**src/rtl/csdma_pkg.sv**
```systemverilog
package csdma_pkg;

   typedef enum logic [1:0] {
      ST_IDLE = 2'd0,
      ST_REQ  = 2'd1,
      ST_XFER = 2'd2,
      ST_REL  = 2'd3
   } csdma_state_e;

   typedef enum logic {
      DIR_MEM2DEV = 1'b0,
      DIR_DEV2MEM = 1'b1
   } csdma_dir_e;

   localparam logic [1:0] SEL_ADDR  = 2'd0;
   localparam logic [1:0] SEL_COUNT = 2'd1;
   localparam logic [1:0] SEL_CTRL  = 2'd2;

   localparam int CTRL_DIR_BIT = 0;
   localparam int CTRL_ARM_BIT = 1;

endpackage

```
**src/rtl/csdma_chan_regs.sv**
```systemverilog
module csdma_chan_regs
   import csdma_pkg::*;
#(
   parameter int AW    = 32,
   parameter int CW    = 16,
   parameter int REG_W = 32,
   parameter int STEP  = 4
) (
   input  logic             clk,
   input  logic             rst_n,
   input  logic             cfg_we,
   input  logic [1:0]       cfg_sel,
   input  logic [REG_W-1:0] cfg_wdata,
   input  logic             word_done,
   output logic [AW-1:0]    cur_addr,
   output logic             dir,
   output logic             active,
   output logic             done,
   output logic             arm_pulse,
   output logic             done_set
);

   localparam logic [AW-1:0] ADDR_INC = AW'(STEP);
   localparam logic [CW-1:0] CNT_ONE  = CW'(1);

   logic [AW-1:0] addr_q;
   logic [CW-1:0] cnt_q;
   logic          dir_q;
   logic          active_q;
   logic          done_q;
   logic          wr_open;
   logic          last_word;
   logic          cnt_zero;
   logic          unused_wdata;

   assign unused_wdata = ^cfg_wdata;
   assign wr_open      = cfg_we && !active_q;
   assign arm_pulse    = wr_open && (cfg_sel == SEL_CTRL) && cfg_wdata[CTRL_ARM_BIT];
   assign cnt_zero     = (cnt_q == '0);
   assign last_word    = word_done && active_q && (cnt_q == CNT_ONE);
   assign done_set     = last_word || (arm_pulse && cnt_zero);

   always_ff @(posedge clk) begin
      if (!rst_n) begin
         addr_q   <= '0;
         cnt_q    <= '0;
         dir_q    <= 1'b0;
         active_q <= 1'b0;
         done_q   <= 1'b0;
      end else if (wr_open) begin
         unique case (cfg_sel)
            SEL_ADDR:  addr_q <= cfg_wdata[AW-1:0];
            SEL_COUNT: cnt_q  <= cfg_wdata[CW-1:0];
            SEL_CTRL: begin
               dir_q <= cfg_wdata[CTRL_DIR_BIT];
               if (cfg_wdata[CTRL_ARM_BIT]) begin
                  active_q <= !cnt_zero;
                  done_q   <= cnt_zero;
               end
            end
            default: ;
         endcase
      end else if (word_done && active_q) begin
         addr_q <= addr_q + ADDR_INC;
         cnt_q  <= cnt_q - CNT_ONE;
         if (cnt_q == CNT_ONE) begin
            active_q <= 1'b0;
            done_q   <= 1'b1;
         end
      end
   end

   assign cur_addr = addr_q;
   assign dir      = dir_q;
   assign active   = active_q;
   assign done     = done_q;

endmodule

```
**src/rtl/csdma_seq.sv**
```systemverilog
module csdma_seq
   import csdma_pkg::*;
(
   input  logic clk,
   input  logic rst_n,
   input  logic active,
   input  logic dev_req,
   input  logic hlda,
   output logic hold,
   output logic xfer
);

   csdma_state_e st_q, st_d;

   always_comb begin
      st_d = st_q;
      unique case (st_q)
         ST_IDLE: if (active && dev_req && !hlda) st_d = ST_REQ;
         ST_REQ:  if (hlda) st_d = ST_XFER;
         ST_XFER: st_d = ST_REL;
         ST_REL:  if (!hlda) st_d = ST_IDLE;
         default: st_d = ST_IDLE;
      endcase
   end

   always_ff @(posedge clk) begin
      if (!rst_n) st_q <= ST_IDLE;
      else        st_q <= st_d;
   end

   assign hold = (st_q == ST_REQ) || (st_q == ST_XFER);
   assign xfer = (st_q == ST_XFER);

endmodule

```
**src/rtl/csdma_bus_drv.sv**
```systemverilog
module csdma_bus_drv
   import csdma_pkg::*;
#(
   parameter int AW = 32
) (
   input  logic          xfer,
   input  logic          dir,
   input  logic [AW-1:0] cur_addr,
   output logic [AW-1:0] addr_out,
   output logic          dev_ack,
   output logic          mem_rd,
   output logic          mem_wr,
   output logic          io_rd,
   output logic          io_wr
);

   logic to_mem;

   assign to_mem   = (dir == DIR_DEV2MEM);
   assign addr_out = xfer ? cur_addr : '0;
   assign dev_ack  = xfer;
   assign mem_rd   = xfer && !to_mem;
   assign io_wr    = xfer && !to_mem;
   assign mem_wr   = xfer && to_mem;
   assign io_rd    = xfer && to_mem;

endmodule

```
**src/rtl/csdma_steal_cnt.sv**
```systemverilog
module csdma_steal_cnt #(
   parameter int SW  = 16,
   parameter bit SAT = 1'b0
) (
   input  logic          clk,
   input  logic          rst_n,
   input  logic          clear,
   input  logic          bump,
   output logic [SW-1:0] count
);

   localparam logic [SW-1:0] ONE = SW'(1);

   logic [SW-1:0] cnt_q, cnt_inc;

   generate
      if (SAT) begin : g_sat
         assign cnt_inc = (cnt_q == '1) ? cnt_q : cnt_q + ONE;
      end else begin : g_wrap
         assign cnt_inc = cnt_q + ONE;
      end
   endgenerate

   always_ff @(posedge clk) begin
      if (!rst_n)     cnt_q <= '0;
      else if (clear) cnt_q <= '0;
      else if (bump)  cnt_q <= cnt_inc;
   end

   assign count = cnt_q;

endmodule

```
**src/rtl/csdma_ctrl.sv**
```systemverilog
module csdma_ctrl
   import csdma_pkg::*;
#(
   parameter int AW        = 32,
   parameter int CW        = 16,
   parameter int SW        = 16,
   parameter int REG_W     = 32,
   parameter int DATA_W    = 32,
   parameter bit IRQ_LEVEL = 1'b0,
   parameter bit STEAL_SAT = 1'b0
) (
   input  logic             clk,
   input  logic             rst_n,
   input  logic             cfg_we,
   input  logic [1:0]       cfg_sel,
   input  logic [REG_W-1:0] cfg_wdata,
   input  logic             dev_req,
   output logic             dev_ack,
   output logic             hold,
   input  logic             hlda,
   output logic [AW-1:0]    addr_out,
   output logic             mem_rd,
   output logic             mem_wr,
   output logic             io_rd,
   output logic             io_wr,
   output logic             done,
   output logic             irq,
   output logic [SW-1:0]    steal_cnt
);

   localparam int STEP = DATA_W / 8;

   generate
      if (DATA_W % 8 != 0 || DATA_W < 8) begin : g_bad_data_w
         $error("csdma_ctrl: DATA_W must be a whole number of bytes");
      end
      if (AW > REG_W || AW < 2) begin : g_bad_aw
         $error("csdma_ctrl: AW must be between 2 and REG_W");
      end
      if (CW > REG_W || CW < 1) begin : g_bad_cw
         $error("csdma_ctrl: CW must be between 1 and REG_W");
      end
      if (SW < 1) begin : g_bad_sw
         $error("csdma_ctrl: SW must be at least 1");
      end
   endgenerate

   logic [AW-1:0] cur_addr;
   logic          dir;
   logic          active;
   logic          arm_pulse;
   logic          done_set;
   logic          xfer;

   csdma_chan_regs #(
      .AW    (AW),
      .CW    (CW),
      .REG_W (REG_W),
      .STEP  (STEP)
   ) u_regs (
      .clk       (clk),
      .rst_n     (rst_n),
      .cfg_we    (cfg_we),
      .cfg_sel   (cfg_sel),
      .cfg_wdata (cfg_wdata),
      .word_done (xfer),
      .cur_addr  (cur_addr),
      .dir       (dir),
      .active    (active),
      .done      (done),
      .arm_pulse (arm_pulse),
      .done_set  (done_set)
   );

   csdma_seq u_seq (
      .clk     (clk),
      .rst_n   (rst_n),
      .active  (active),
      .dev_req (dev_req),
      .hlda    (hlda),
      .hold    (hold),
      .xfer    (xfer)
   );

   csdma_bus_drv #(
      .AW (AW)
   ) u_bus (
      .xfer     (xfer),
      .dir      (dir),
      .cur_addr (cur_addr),
      .addr_out (addr_out),
      .dev_ack  (dev_ack),
      .mem_rd   (mem_rd),
      .mem_wr   (mem_wr),
      .io_rd    (io_rd),
      .io_wr    (io_wr)
   );

   csdma_steal_cnt #(
      .SW  (SW),
      .SAT (STEAL_SAT)
   ) u_steal (
      .clk   (clk),
      .rst_n (rst_n),
      .clear (arm_pulse),
      .bump  (xfer),
      .count (steal_cnt)
   );

   generate
      if (IRQ_LEVEL) begin : g_irq_level
         logic unused_done_set;
         assign unused_done_set = done_set;
         assign irq = done;
      end else begin : g_irq_pulse
         logic irq_q;
         always_ff @(posedge clk) begin
            if (!rst_n) irq_q <= 1'b0;
            else        irq_q <= done_set;
         end
         assign irq = irq_q;
      end
   endgenerate

endmodule

```
**config.mk**
```make
export PLATFORM = sky130hd
export DESIGN_NAME = csdma_ctrl
export DESIGN_NICKNAME = d
export VERILOG_FILES = /design/src/rtl/csdma_pkg.sv /design/src/rtl/csdma_chan_regs.sv /design/src/rtl/csdma_seq.sv /design/src/rtl/csdma_bus_drv.sv /design/src/rtl/csdma_steal_cnt.sv /design/src/rtl/csdma_ctrl.sv
export SDC_FILE = /design/constraint.sdc
export NUM_CORES = 1
export LEC_CHECK = 0
export BUFFER_PORTS_ARGS = -buffer_cell sky130_fd_sc_hd__buf_4
export CAP_MARGIN = 25
export CORE_ASPECT_RATIO = 0.7
export CORE_UTILIZATION = 59
export DETAILED_ROUTE_END_ITERATION = 6
export GPL_ROUTABILITY_DRIVEN = 1
export HOLD_SLACK_MARGIN = 0.03
export PLACE_DENSITY_LB_ADDON = 0.15
export SETUP_SLACK_MARGIN = 0.5
export SYNTH_ARGS = -nofsm -noshare
export SYNTH_HDL_FRONTEND = slang
export SYNTH_HIERARCHICAL = 1
export SYNTH_SLANG_ARGS = --single-unit
```
**constraint.sdc**
```tcl
create_clock -name clk -period 5.2 [get_ports clk]
set_input_delay 1.04 -clock clk [delete_from_list [all_inputs] [get_ports clk]]
set_output_delay 1.04 -clock clk [all_outputs]
set_load 0.02 [all_outputs]
```
==> impl_metrics.toml, run 1 <==
[outcome]
status = "complete, no violations"

[pwr]
seqPwrFrac = 0.413
combinationalPowerShare = 0.190
power_density_nw_per_um2 = 266
power.leakage_nw = 2.13
cellInternalPower_w = 0.00101
power.share.switching = 0.285
net-switching-power_w = 0.000404
power_frac_clock = 0.396
total_power_w = 0.00142
vdd.ir_drop.worst_v = 0.000159

[setup_path]
path_max_fanout = 66
path_delay_family = "simple AND/OR/NAND/NOR gates"
r2r_cells = 7
path_buf_inv = 2
rrSetupSlack_ns = 2.55
start_kind = "input pin"
crit_slowest_cell = "nand2b_1"
endpoint_kind = "flip-flop"
cp.required_ns = 5.43
worst_r2r_endpoint = "u_steal/count[13]$_SDFFE_PP0P_"
crit_top_cell = "buf_4"
slowest_delay_ns = 0.56
arrival_ns = 3.15
setup.worst_path.end = "u_steal/count[13]$_SDFFE_PP0P_"
r2r-start = "u_seq/st_q[0]$_SDFFE_PN0P_"
critPathLaunch = "cfg_we"
critPathKind = "in -> reg"
cp_num_cells = 7
crit_chain = "buf_4 -> nor2b_4 -> buf_4 -> and4b_1 -> nand2b_1 -> nor2_1 -> a41o_1"

[sta]
layout_setup_ws_ns = 2.28
fin_crit_ns = 2.92
rsz0062_at_grt = "false"
fin_crit_sh = 0.561
worst_pin_slew_ns = 0.919
hold_violations = 0
slew_headroom = 0.382
fin_skew_ns = 0.00831
tns_ns = 0
finalMaxSlewViolations = 0
max_freq_ghz = 0.343
setup_viol_count_final = 0

[clock_network]
cts.sinks = 70
cts_hold_buffers = 0
htree_levels = 3
cts.path.max_buffers = 2
cts_buffers = 9
cts_tree = "done"
clkTransAtPathRegs_ns = 0.08
clock_latency_ns = 0.34
cts-root-buf = "clkbuf_8"
cts_setup_buffers = 0
cts_resized = 0

[global_routing]
grt_max_degree = 67
grt_first_pass_wirelength_um = 21200
grt_pass1_vias = 4312
globalRouteOverflowTotal = 0
antenna_found_initial = 0
grtUsageTotal = 0.345

[placed_design]
routabilityCongestion = 0.916
placed_cell_area_um2 = 5080
dp_hpwl_um = 9240
dp_worst_setup_slack_ns = 2.05
io_buffers = 94

[die]
fp.coreArea_um2 = 6940
die-area_um2 = 7740
die_y_um = 73.9
num_rows = 25
dieWidth_um = 105
io_pins = 95
initial_core_util = 0.628

[synth]
postSynthAreaPerCell_um2 = 7.58
synth_enable_flop_cells = 0
async_flop_share = 0
netlist.area_leader.share = 0.322
yosys-top-cells-area = "dfxtp_1 32%, and2_1 5.6%, a21oi_1 5.3%, nor2_1 5.3%, nand2_1 5.1%"
synth_most_common_cell = "dfxtp_1"
yosys.area.top_type = "dfxtp_1"
synth_flop_cell = "dfxtp_1"
yosys.cell_types.count = 76
ys_seq_elements = 70
synth_area_um2 = 4360
yosys-top-cells-count = "70 x dfxtp_1, 61 x nor2_1, 59 x nand2_1"
synth_warnings = 6
synthesis.nets = 623
yosysSeqAreaShare = 0.322
netlist_instances = 575

[drt]
routed_via_density = 6.53
drt_first_pass_iters = 7
via_count = 4875
routed_wl_um = 13300
drtAntennaViolNets = 0
drt-initial-drc-count = 650
drc_errors = 0
post_drt_wl_per_cell_um = 17.8

[cells_and_area]
fin_nets = 695
num_antenna_cells = 0
final_core_util = 0.768
drive_above_1_share = 0.210
fillers = 539
final_area_um2 = 5330
areaGrowthSynthToFinish_pct = 22.4

[flow_run]
drv_cap = 0

[min_path]
worstHoldPathType = "reg -> reg"
==> cell usage in the layout, fill, tap and decap left out, drive strengths merged, types with 4 or more instances in the layout <==
cell type,Yosys,routed
and3,10,10
nand3,25,25
o31ai,5,5
mux2i,8,8
buf,12,99
a31oi,11,11
a32oi,4,4
o22ai,5,5
nor4,13,13
clkbuf,26,11
nor3,20,20
dfxtp,70,70
a41oi,4,4
a21oi,46,46
nand2,60,60
nand4,15,15
a22oi,8,8
nor2,62,62
o21ai,33,33
ha,9,9
o31a,4,4
inv,12,13
or4,7,7
and2,41,41
a211oi,5,5
xnor2,9,9
==> power groups by stage <==
stage / Combinational [W] / Sequential [W] / Clock [W]
6_report: 0.000270 / 0.000586 / 0.000561
5_1_grt: 0.000294 / 0.000589 / 0.000595
3_5_place_dp: 0.000261 / 0.000597 / 0
3_3_place_gp: 0.000247 / 0.000594 / 0
4_1_cts: 0.000263 / 0.000584 / 0.000567
2_1_floorplan: 0.000181 / 0.000590 / 0
==> per-stage QoR <==
step	cells	hold WS, ns
floorplan	575	0.432
global placement	729	0.442
detailed placement	730	0.443
CTS	746	0.454
global route	746	0.507
finish	746	0.456
==> logic make-up (layout without fill, tap and decap cells) <==
| family | Yosys count | count (layout) | synth area share |
|---|---|---|---|
| adders and majority gates | 9 | 9 | 0.0258 |
| xor gates and xnor gates | 10 | 10 | 0.0201 |
| and+or+nand+nor | 273 | 273 | 0.336 |
| buffers and inverters | 51 | 128 | 0.0500 |
| AOI/OAI and AO/OA | 153 | 153 | 0.225 |
| DFF | 70 | 70 | 0.322 |
| muxes | 9 | 9 | 0.0210 |
==> worst min-delay path, stage by stage (launching register included) <==
cell and delay, ns:
dfxtp_1 0.31, nand2_1 0.05, a21oi_1 0.05
==> registers in the layout, summed over array words and instances (netlist names) <==
| register | flops |
|---|---|
| u_regs/done | 1 |
| irq | 1 |
| u_regs/dir | 1 |
| u_regs/cur_addr | 32 |
| u_regs/cnt_q | 16 |
| u_seq/st_q | 2 |
| u_steal/count | 16 |
| u_regs/active | 1 |
==> worst min-delay path by stage <==
stage / startpoint / endpoint / slack (ns) / cells past startpoint
2_1_floorplan: u_regs/cur_addr[0]$_SDFFE_PN0P_ / u_regs/cur_addr[0]$_SDFFE_PN0P_ / 0.43 / 2
3_3_place_gp: u_regs/cur_addr[1]$_SDFFE_PN0P_ / u_regs/cur_addr[1]$_SDFFE_PN0P_ / 0.44 / 2
4_1_cts: u_regs/cur_addr[1]$_SDFFE_PN0P_ / u_regs/cur_addr[1]$_SDFFE_PN0P_ / 0.45 / 2
6_report: u_regs/cur_addr[1]$_SDFFE_PN0P_ / u_regs/cur_addr[1]$_SDFFE_PN0P_ / 0.46 / 2
3_5_place_dp: u_regs/cur_addr[1]$_SDFFE_PN0P_ / u_regs/cur_addr[1]$_SDFFE_PN0P_ / 0.44 / 2
5_1_grt: u_regs/cur_addr[1]$_SDFFE_PN0P_ / u_regs/cur_addr[1]$_SDFFE_PN0P_ / 0.51 / 2
==> routing by layer <==
metal,track usage,share of wire
met2,0.511,0.43
met4,0.119,0.021
met1,0.474,0.43
met5,0,0
met3,0.112,0.13
==> final cells by class <==
type | count | area (um^2) | area share
flip-flops and latches | 70 | 1400 | 0.263
clock buffers | 11 | 151 | 0.0284
clock inverters | 5 | 104 | 0.0195
well taps | 94 | 118 | 0.0221
inverters | 13 | 48.8 | 0.00915
multi-input cells | 454 | 2750 | 0.515
repair buffers | 99 | 763 | 0.143
No activity file was read; power rests on OpenSTA's default activity.
==> inputs of run 2 (changes only) <==
Settings changed: ABC_AREA set to 1, CORE_UTILIZATION 59 to 51.
Clock period 5.2 ns to 2.5 ns, I/O delays scaled along.
==> run 2 against run 1 <==
Critical path depth down 1; final area up 11%; combinational power rose to 3.0 times the previous value; sequential share of layout area down 2.6 points; register-to-register slack worse by 1.9 ns; clock skew down 0.00086 ns; synthesized cell count up 39%; cell count up 36%; non-clock buffer count up 3; via count up 9.6%; critical path type is now reg -> out; critical endpoint is now addr_out[25]; largest cell class unchanged; largest power group is now the clock network.
==> impl_metrics.toml, run 2 <==
[global_routing]
globalRouteOverflowTotal = 0
grtUsageTotal = 0.295
grt_first_pass_wirelength_um = 23500
antenna_found_initial = 0
grt_max_degree = 54
grt_pass1_vias = 5086

[synth]
yosys.area.top_type = "dfxtp_1"
synth_enable_flop_cells = 0
yosysSeqAreaShare = 0.290
synthesis.nets = 850
ys_seq_elements = 70
synth_area_um2 = 4830
yosys-top-cells-count = "232 x nand2_1, 118 x nor2_1, 100 x inv_1"
synth_warnings = 6
yosys-top-cells-area = "dfxtp_1 29%, nand2_1 18%, nor2_1 9.2%, inv_1 7.8%, a21oi_1 5.7%"
synth_most_common_cell = "nand2_1"
yosys.cell_types.count = 38
netlist.area_leader.share = 0.290
netlist_instances = 802
postSynthAreaPerCell_um2 = 6.02
async_flop_share = 0
synth_flop_cell = "dfxtp_1"

[cells_and_area]
largest_register_ff_count = 32
areaGrowthSynthToFinish_pct = 23.1
layout_common_cells = "232 x nand2_1, 117 x nor2_1, 100 x buf_4, 99 x inv_1, 68 x dfxtp_1"
drive_above_1_share = 0.184
num_antenna_cells = 0
fin_nets = 934
layout_commonest_cell = "nand2_1"

[min_path]
worstHoldPathType = "in -> reg"

[drt]
routed_wl_um = 13800
via_count = 5345
drtAntennaViolNets = 0
post_drt_wl_per_cell_um = 13.6
drt-initial-drc-count = 452
drt_first_pass_iters = 5
drc_errors = 0
routed_via_density = 5.27

[pwr]
power_density_nw_per_um2 = 592
cellInternalPower_w = 0.00242
power.leakage_nw = 2.76
vdd.ir_drop.worst_v = 0.000442
net-switching-power_w = 0.00110
power_frac_clock = 0.407
total_power_w = 0.00351
power.share.switching = 0.312
combinationalPowerShare = 0.234
seqPwrFrac = 0.359

[sta]
slew_headroom = 0.571
rsz0062_at_grt = "true"
max_freq_ghz = 0.504
fin_skew_ns = 0.00745
tns_ns = 0
hold_violations = 0
fin_crit_sh = 0.793
setup_viol_count_final = 0
fin_crit_ns = 1.98
worst_pin_slew_ns = 0.643
finalMaxSlewViolations = 0

[setup_path]
arrival_ns = 1.48
start_kind = "flip-flop"
cp.required_ns = 2.00
crit_slowest_cell = "dfxtp_2"
crit_chain = "inv_4 -> ha_4 -> bufbuf_16 -> nand2_1 -> inv_1 -> buf_4"
r2r_cells = 9
path_max_fanout = 14
setup.worst_path.end = "addr_out[25]"
r2r-start = "u_seq/st_q[0]$_SDFFE_PN0P_"
slowest_delay_ns = 0.38
rrSetupSlack_ns = 0.69
critPathLaunch = "u_seq/st_q[0]$_SDFFE_PN0P_"
critPathKind = "reg -> out"
worst_r2r_endpoint = "u_regs/cur_addr[2]$_SDFFE_PN0P_"
endpoint_kind = "output port"

[die]
io_pins = 95
die_y_um = 83.4
dieWidth_um = 118
fp.coreArea_um2 = 9110
num_rows = 29
die-area_um2 = 9860
initial_core_util = 0.530

[clock_network]
cts_tree = "done"
clkTransAtPathRegs_ns = 0.06
cts.path.max_buffers = 2
cts-root-buf = "clkbuf_16"
cts_setup_buffers = 0
htree_levels = 3
cts.sinks = 70
clock_latency_ns = 0.34
cts_buffers = 9

[flow_run]
drv_cap = 0

[outcome]
status = "complete, no violations"

[placed_design]
io_buffers = 94
dp_hpwl_um = 9890
routabilityCongestion = 0.899
[run 2: changes by cell type in the layout (fill, tap and decap cells not counted), sizes merged, moves of 12 or more]
cell,previous run,this run
a21oi,46,58
nor2,62,133
and2,41,1
nand2,60,241
nor3,20,6
o21ai,33,54
nor4,13,0
nand3,25,53
inv,13,106
[run 2: metrics by stage]
stage	util	hold WS, ns	setup slack [ns]	instances	instance area [um^2]
2_1_floorplan	-	0.437	0.643	802	4830
3_3_place_gp	0.608	0.456	0.667	998	5540
3_5_place_dp	0.608	0.466	0.563	998	5540
4_1_cts	0.651	0.414	0.506	1015	5930
5_1_grt	0.652	0.440	0.430	1015	5940
6_report	0.652	0.424	0.516	1015	5940
[run 2: kinds of logic (layout without fill, tap and decap cells)]
kind of cell,count (synthesis),after routing,synth area share
AOI/OAI and AO/OA,135,135,0.155
DFF,70,70,0.290
xor gates and xnor gates,8,8,0.0145
and+or+nand+nor,446,446,0.393
buffers and inverters,134,223,0.123
adders and majority gates,9,9,0.0233
[run 2: worst max-delay path: cells and delay by family, from the launching register on]
kind | cells | cell delay (ns)
DFF | 1 | 0.38
adders and majority gates | 1 | 0.18
and+or+nand+nor | 1 | 0.05
buffers and inverters | 4 | 0.52
[run 2: how the worst min path moves through the flow]
stage                             start                         endpoint  slack [ns]  depth (start not counted)
6_report                   cfg_wdata[0]  u_regs/cur_addr[0]$_SDFFE_PN0P_        0.42                          3
5_1_grt                    cfg_wdata[0]  u_regs/cur_addr[0]$_SDFFE_PN0P_        0.44                          3
4_1_cts                    cfg_wdata[0]  u_regs/cur_addr[0]$_SDFFE_PN0P_        0.41                          3
3_5_place_dp   u_regs/done$_SDFFE_PN0P_         u_regs/done$_SDFFE_PN0P_        0.47                          2
3_3_place_gp   u_regs/done$_SDFFE_PN0P_         u_regs/done$_SDFFE_PN0P_        0.46                          2
2_1_floorplan   u_regs/dir$_SDFFE_PN0N_          u_regs/dir$_SDFFE_PN0N_        0.44                          2
[run 2: final cells by class]
cell class	count	area, um^2
Fill cell	866	3170
Multi-Input combinational cell	598	2850
Sequential cell	70	1400
Timing Repair Buffer	102	803
Inverter	105	397
Clock buffer	10	239
Tap cell	124	155
Clock inverter	6	93.8
[run 2: per-layer routing]
layer	up-vias	share of wire	global-route usage
met5	-	0	0
met4	0	0.013	0.0851
met3	20	0.077	0.0721
met2	209	0.45	0.484
met1	2408	0.46	0.384
li1	2708	-	-
[run 2: repair_timing]
| action | CTS | global route |
|---|---|---|
| resized for setup | 8 | 4 |
| setup endpoints to repair | 37 | 25 |
| hold buffers | 0 | 0 |
| hold endpoints to repair | 0 | 0 |
| cloned | 1 | 0 |
[run 2: power groups by stage]
stage / clock network (W) / registers [W] / logic, W
6_report: 0.00143 / 0.00126 / 0.000822
5_1_grt: 0.00150 / 0.00127 / 0.000910
4_1_cts: 0.00145 / 0.00126 / 0.000812
3_5_place_dp: 0 / 0.00127 / 0.000739
3_3_place_gp: 0 / 0.00127 / 0.000715
2_1_floorplan: 0 / 0.00126 / 0.000549
==> inputs of run 3 (changes only) <==
Settings changed: ABC_AREA 1 to 0, CORE_UTILIZATION 51 to 50.
Clock period 2.5 ns to 1.7 ns, I/O delays scaled along.
==> run 3 against run 2 <==
The flow now stops in 5_1_grt; area after synthesis is 9.7% lower; synthesized cell count shrank 28%.
==> impl_metrics.toml, run 3 <==
[placed_design]
io_buffers = 94
dp_cells = 825
dp_hpwl_um = 10300
routabilityCongestion = 0.876

[clock_network]
cts_buffers = 9
cts.path.max_buffers = 2
cts_hold_buffers = 0
htree_levels = 3
cts.sinks = 70
cts-root-buf = "clkbuf_16"

[synth]
synth_most_common_cell = "dfxtp_1"
netlist.area_leader.share = 0.322
ys_seq_elements = 70
synth_area_um2 = 4360
synth_enable_flop_cells = 0
yosys-top-cells-count = "70 x dfxtp_1, 61 x nor2_1, 59 x nand2_1"
async_flop_share = 0
yosysSeqAreaShare = 0.322
postSynthAreaPerCell_um2 = 7.58
yosys-top-cells-area = "dfxtp_1 32%, and2_1 5.6%, a21oi_1 5.3%, nor2_1 5.3%, nand2_1 5.1%"
netlist_instances = 575
synthesis.nets = 623
yosys.cell_types.count = 76
yosys.area.top_type = "dfxtp_1"
synth_flop_cell = "dfxtp_1"
synth_warnings = 6

[die]
initial_core_util = 0.516
die_y_um = 80.1
num_rows = 28
io_pins = 95
dieWidth_um = 114

[outcome]
firstError = "[ERROR DPL-0038] Utilization greater than 100%, impossible to legalize"
lastStage = "5_1_grt"
status = "did not finish"

[sta]
postGrtWorstEndpoint = "u_steal/count[5]$_SDFFE_PP0P_/D"
worstEndpointType = "sequential cell input"

[global_routing]
grt_max_degree = 40
==> run 3: cell types whose count changed after synthesis, sizes merged, moves of 10 or more <==
| cell | delta |
|---|---|
| a21oi | -12 |
| and2 | +40 |
| and3 | +10 |
| buf | -11 |
| clkbuf | +20 |
| inv | -93 |
| nand2 | -181 |
| nand3 | -28 |
| nor2 | -71 |
| nor3 | +14 |
| nor4 | +13 |
| o21ai | -21 |
==> run 3: kinds of logic after synthesis <==
logic type	Yosys count	share of synthesized area
AOI/OAI and AO/OA	153	0.225
xor gates and xnor gates	10	0.0201
adders and majority gates	9	0.0258
buffers and inverters	51	0.0500
DFF	70	0.322
muxes	9	0.0210
and+or+nand+nor	273	0.336
==> run 3: what timing repair did <==
item                                    in CTS
pin swaps                                  103
cloned                                       9
setup buffers                               78
endpoints found under the setup margin     116
endpoints found under the hold margin        0
gates resized for setup                    252
==> run 3: per-stage QoR <==
stage | area (um^2) | worst slack, ns
after floorplan | 4830 | 0.0506
after global placement | 6010 | -0.0984
after detailed placement | 6010 | -0.139
after CTS | 8010 | -0.102
==> inputs of run 4 (changes only) <==
Settings changed: CORE_ASPECT_RATIO 0.7 to unset, CORE_UTILIZATION 50 to 40, HOLD_SLACK_MARGIN 0.03 to unset, SETUP_SLACK_MARGIN 0.5 to unset.
Clock period 1.7 ns to 2.21 ns, I/O delays scaled along.
==> run 4 against run 3 <==
The run now ends clean.
==> impl_metrics.toml, run 4 (synthesis gave the netlist of run 1 again) <==
[outcome]
status = "complete, no violations"

[pwr]
power.leakage_nw = 2.25
vdd.ir_drop.worst_v = 0.000308
power_density_nw_per_um2 = 600

[sta]
slew_headroom = 0.596
fin_crit_sh = 0.960
rsz0062_at_grt = "false"
hold_violations = 0
worst_pin_slew_ns = 0.604
setup_viol_count_final = 0
max_freq_ghz = 0.471
fin_crit_ns = 2.12
tns_ns = 0
fin_skew_ns = 0.0120
finalMaxSlewViolations = 0

[setup_path]
critPathKind = "reg -> reg"
path_buf_inv = 0
crit_chain = "ha_2 -> and4_1 -> and3_2 -> nand2_1 -> or4_1 -> a31oi_1"
path_max_fanout = 6
slowest_delay_ns = 0.48
r2r_cells = 6
arrival_ns = 2.40
rrSetupSlack_ns = 0.09
cp.required_ns = 2.48
path_delay_family = "simple AND/OR/NAND/NOR gates"
r2r-start = "u_regs/cur_addr[2]$_SDFFE_PN0P_"
worst_r2r_endpoint = "u_regs/cur_addr[22]$_SDFFE_PN0P_"
start_kind = "flip-flop"
crit_slowest_cell = "or4_1"
endpoint_kind = "flip-flop"

[clock_network]
clock_latency_ns = 0.35
cts_setup_buffers = 0
cts.path.max_buffers = 2
cts_tree = "done"
cts.sinks = 70
clkTransAtPathRegs_ns = 0.09
cts_resized = 0
htree_levels = 3
cts_buffers = 9
cts_hold_buffers = 0
cts-root-buf = "clkbuf_8"

[global_routing]
globalRouteOverflowTotal = 0
grt_pass1_vias = 4364
antenna_found_initial = 0
grt_first_pass_wirelength_um = 22700
grtUsageTotal = 0.255
grt_max_degree = 44

[min_path]
worstHoldPathType = "in -> reg"
hold_start = "cfg_wdata[18]"
hold_depth = 3
whs_endpoint = "u_regs/cur_addr[18]$_SDFFE_PN0P_"

[drt]
routed_via_density = 5.85
drc_errors = 0
routed_wl_um = 14100
drt-initial-drc-count = 354
post_drt_wl_per_cell_um = 17.4
drtAntennaViolNets = 0
via_count = 4753
drt_first_pass_iters = 6

[cells_and_area]
num_antenna_cells = 0
fin_cells = 812
layout_commonest_cell = "buf_4"
seq_area_um2 = 1400
fillers = 1031
fin_nets = 719
drive_above_1_share = 0.241
areaGrowthSynthToFinish_pct = 28.0
multi_input_area_um2 = 2750
largest_register_ff_count = 32
layout_common_cells = "120 x buf_4, 70 x dfxtp_1, 61 x nor2_1, 59 x nand2_1, 46 x a21oi_1"

[placed_design]
dp_hpwl_um = 9880
dp_cells = 796
io_buffers = 94
routabilityCongestion = 0.906

[die]
die_y_um = 106
io_pins = 95
fp.coreArea_um2 = 10500
num_rows = 37
die-area_um2 = 11300
initial_core_util = 0.417
dieWidth_um = 106

[flow_run]
drv_cap = 0
-- run 4: layout make-up --
type	instances	area share
tap	136	0.0305
clock buffer	10	0.0247
sequential	70	0.251
multi-input combinational	454	0.493
inverter	13	0.00875
timing repair buffer	123	0.172
clock inverter	6	0.0195
-- run 4: worst max-delay path by stage --
stage	startpoint	to	cells after the start
5_1_grt	u_seq/st_q[0]$_SDFFE_PN0P_	u_regs/cnt_q[13]$_SDFFE_PN0P_	7
6_report	u_regs/cur_addr[2]$_SDFFE_PN0P_	u_regs/cur_addr[22]$_SDFFE_PN0P_	6
4_1_cts	u_regs/cur_addr[2]$_SDFFE_PN0P_	u_regs/cur_addr[22]$_SDFFE_PN0P_	6
3_5_place_dp	u_regs/cur_addr[2]$_SDFFE_PN0P_	u_regs/cur_addr[22]$_SDFFE_PN0P_	6
2_1_floorplan	u_seq/st_q[0]$_SDFFE_PN0P_	u_regs/cur_addr[11]$_SDFFE_PN0P_	8
3_3_place_gp	u_regs/cur_addr[2]$_SDFFE_PN0P_	u_regs/cur_addr[22]$_SDFFE_PN0P_	6
-- run 4: worst register-to-register path: stages, from the launching register on --
cell and delay [ns]:
dfxtp_1 0.46, ha_2 0.28, and4_1 0.29, and3_2 0.29
nand2_1 0.12, or4_1 0.48, a31oi_1 0.14
-- run 4: report_power, final --
part           switching (W)  total, W  internal, W
combinational       0.000385  0.000667     0.000281
clock               0.000527   0.00131     0.000779
sequential         0.0000640   0.00138      0.00131
total               0.000976   0.00335      0.00237
-- run 4: metal layers --
| metal | vias up | routed length [um] | track usage |
|---|---|---|---|
| li1 | 2288 | - | - |
| met1 | 2204 | 6670 | 0.367 |
| met2 | 242 | 6170 | 0.390 |
| met3 | 19 | 1110 | 0.0300 |
| met4 | 0 | 199 | 0.0873 |
| met5 | - | 0 | 0 |
-- run 4: stage by stage --
step	hold slack [ns]	setup slack [ns]	power [W]	util	cell area, um^2
final	0.352	0.0881	0.00335	0.533	5580
after floorplan	0.432	0.117	0.00181	-	4360
after global routing	0.350	0.00517	0.00349	0.533	5580
after CTS	0.341	0.0387	0.00336	0.533	5570
after global placement	0.439	0.0832	0.00204	0.509	5330
after detailed placement	0.448	0.0696	0.00206	0.509	5330
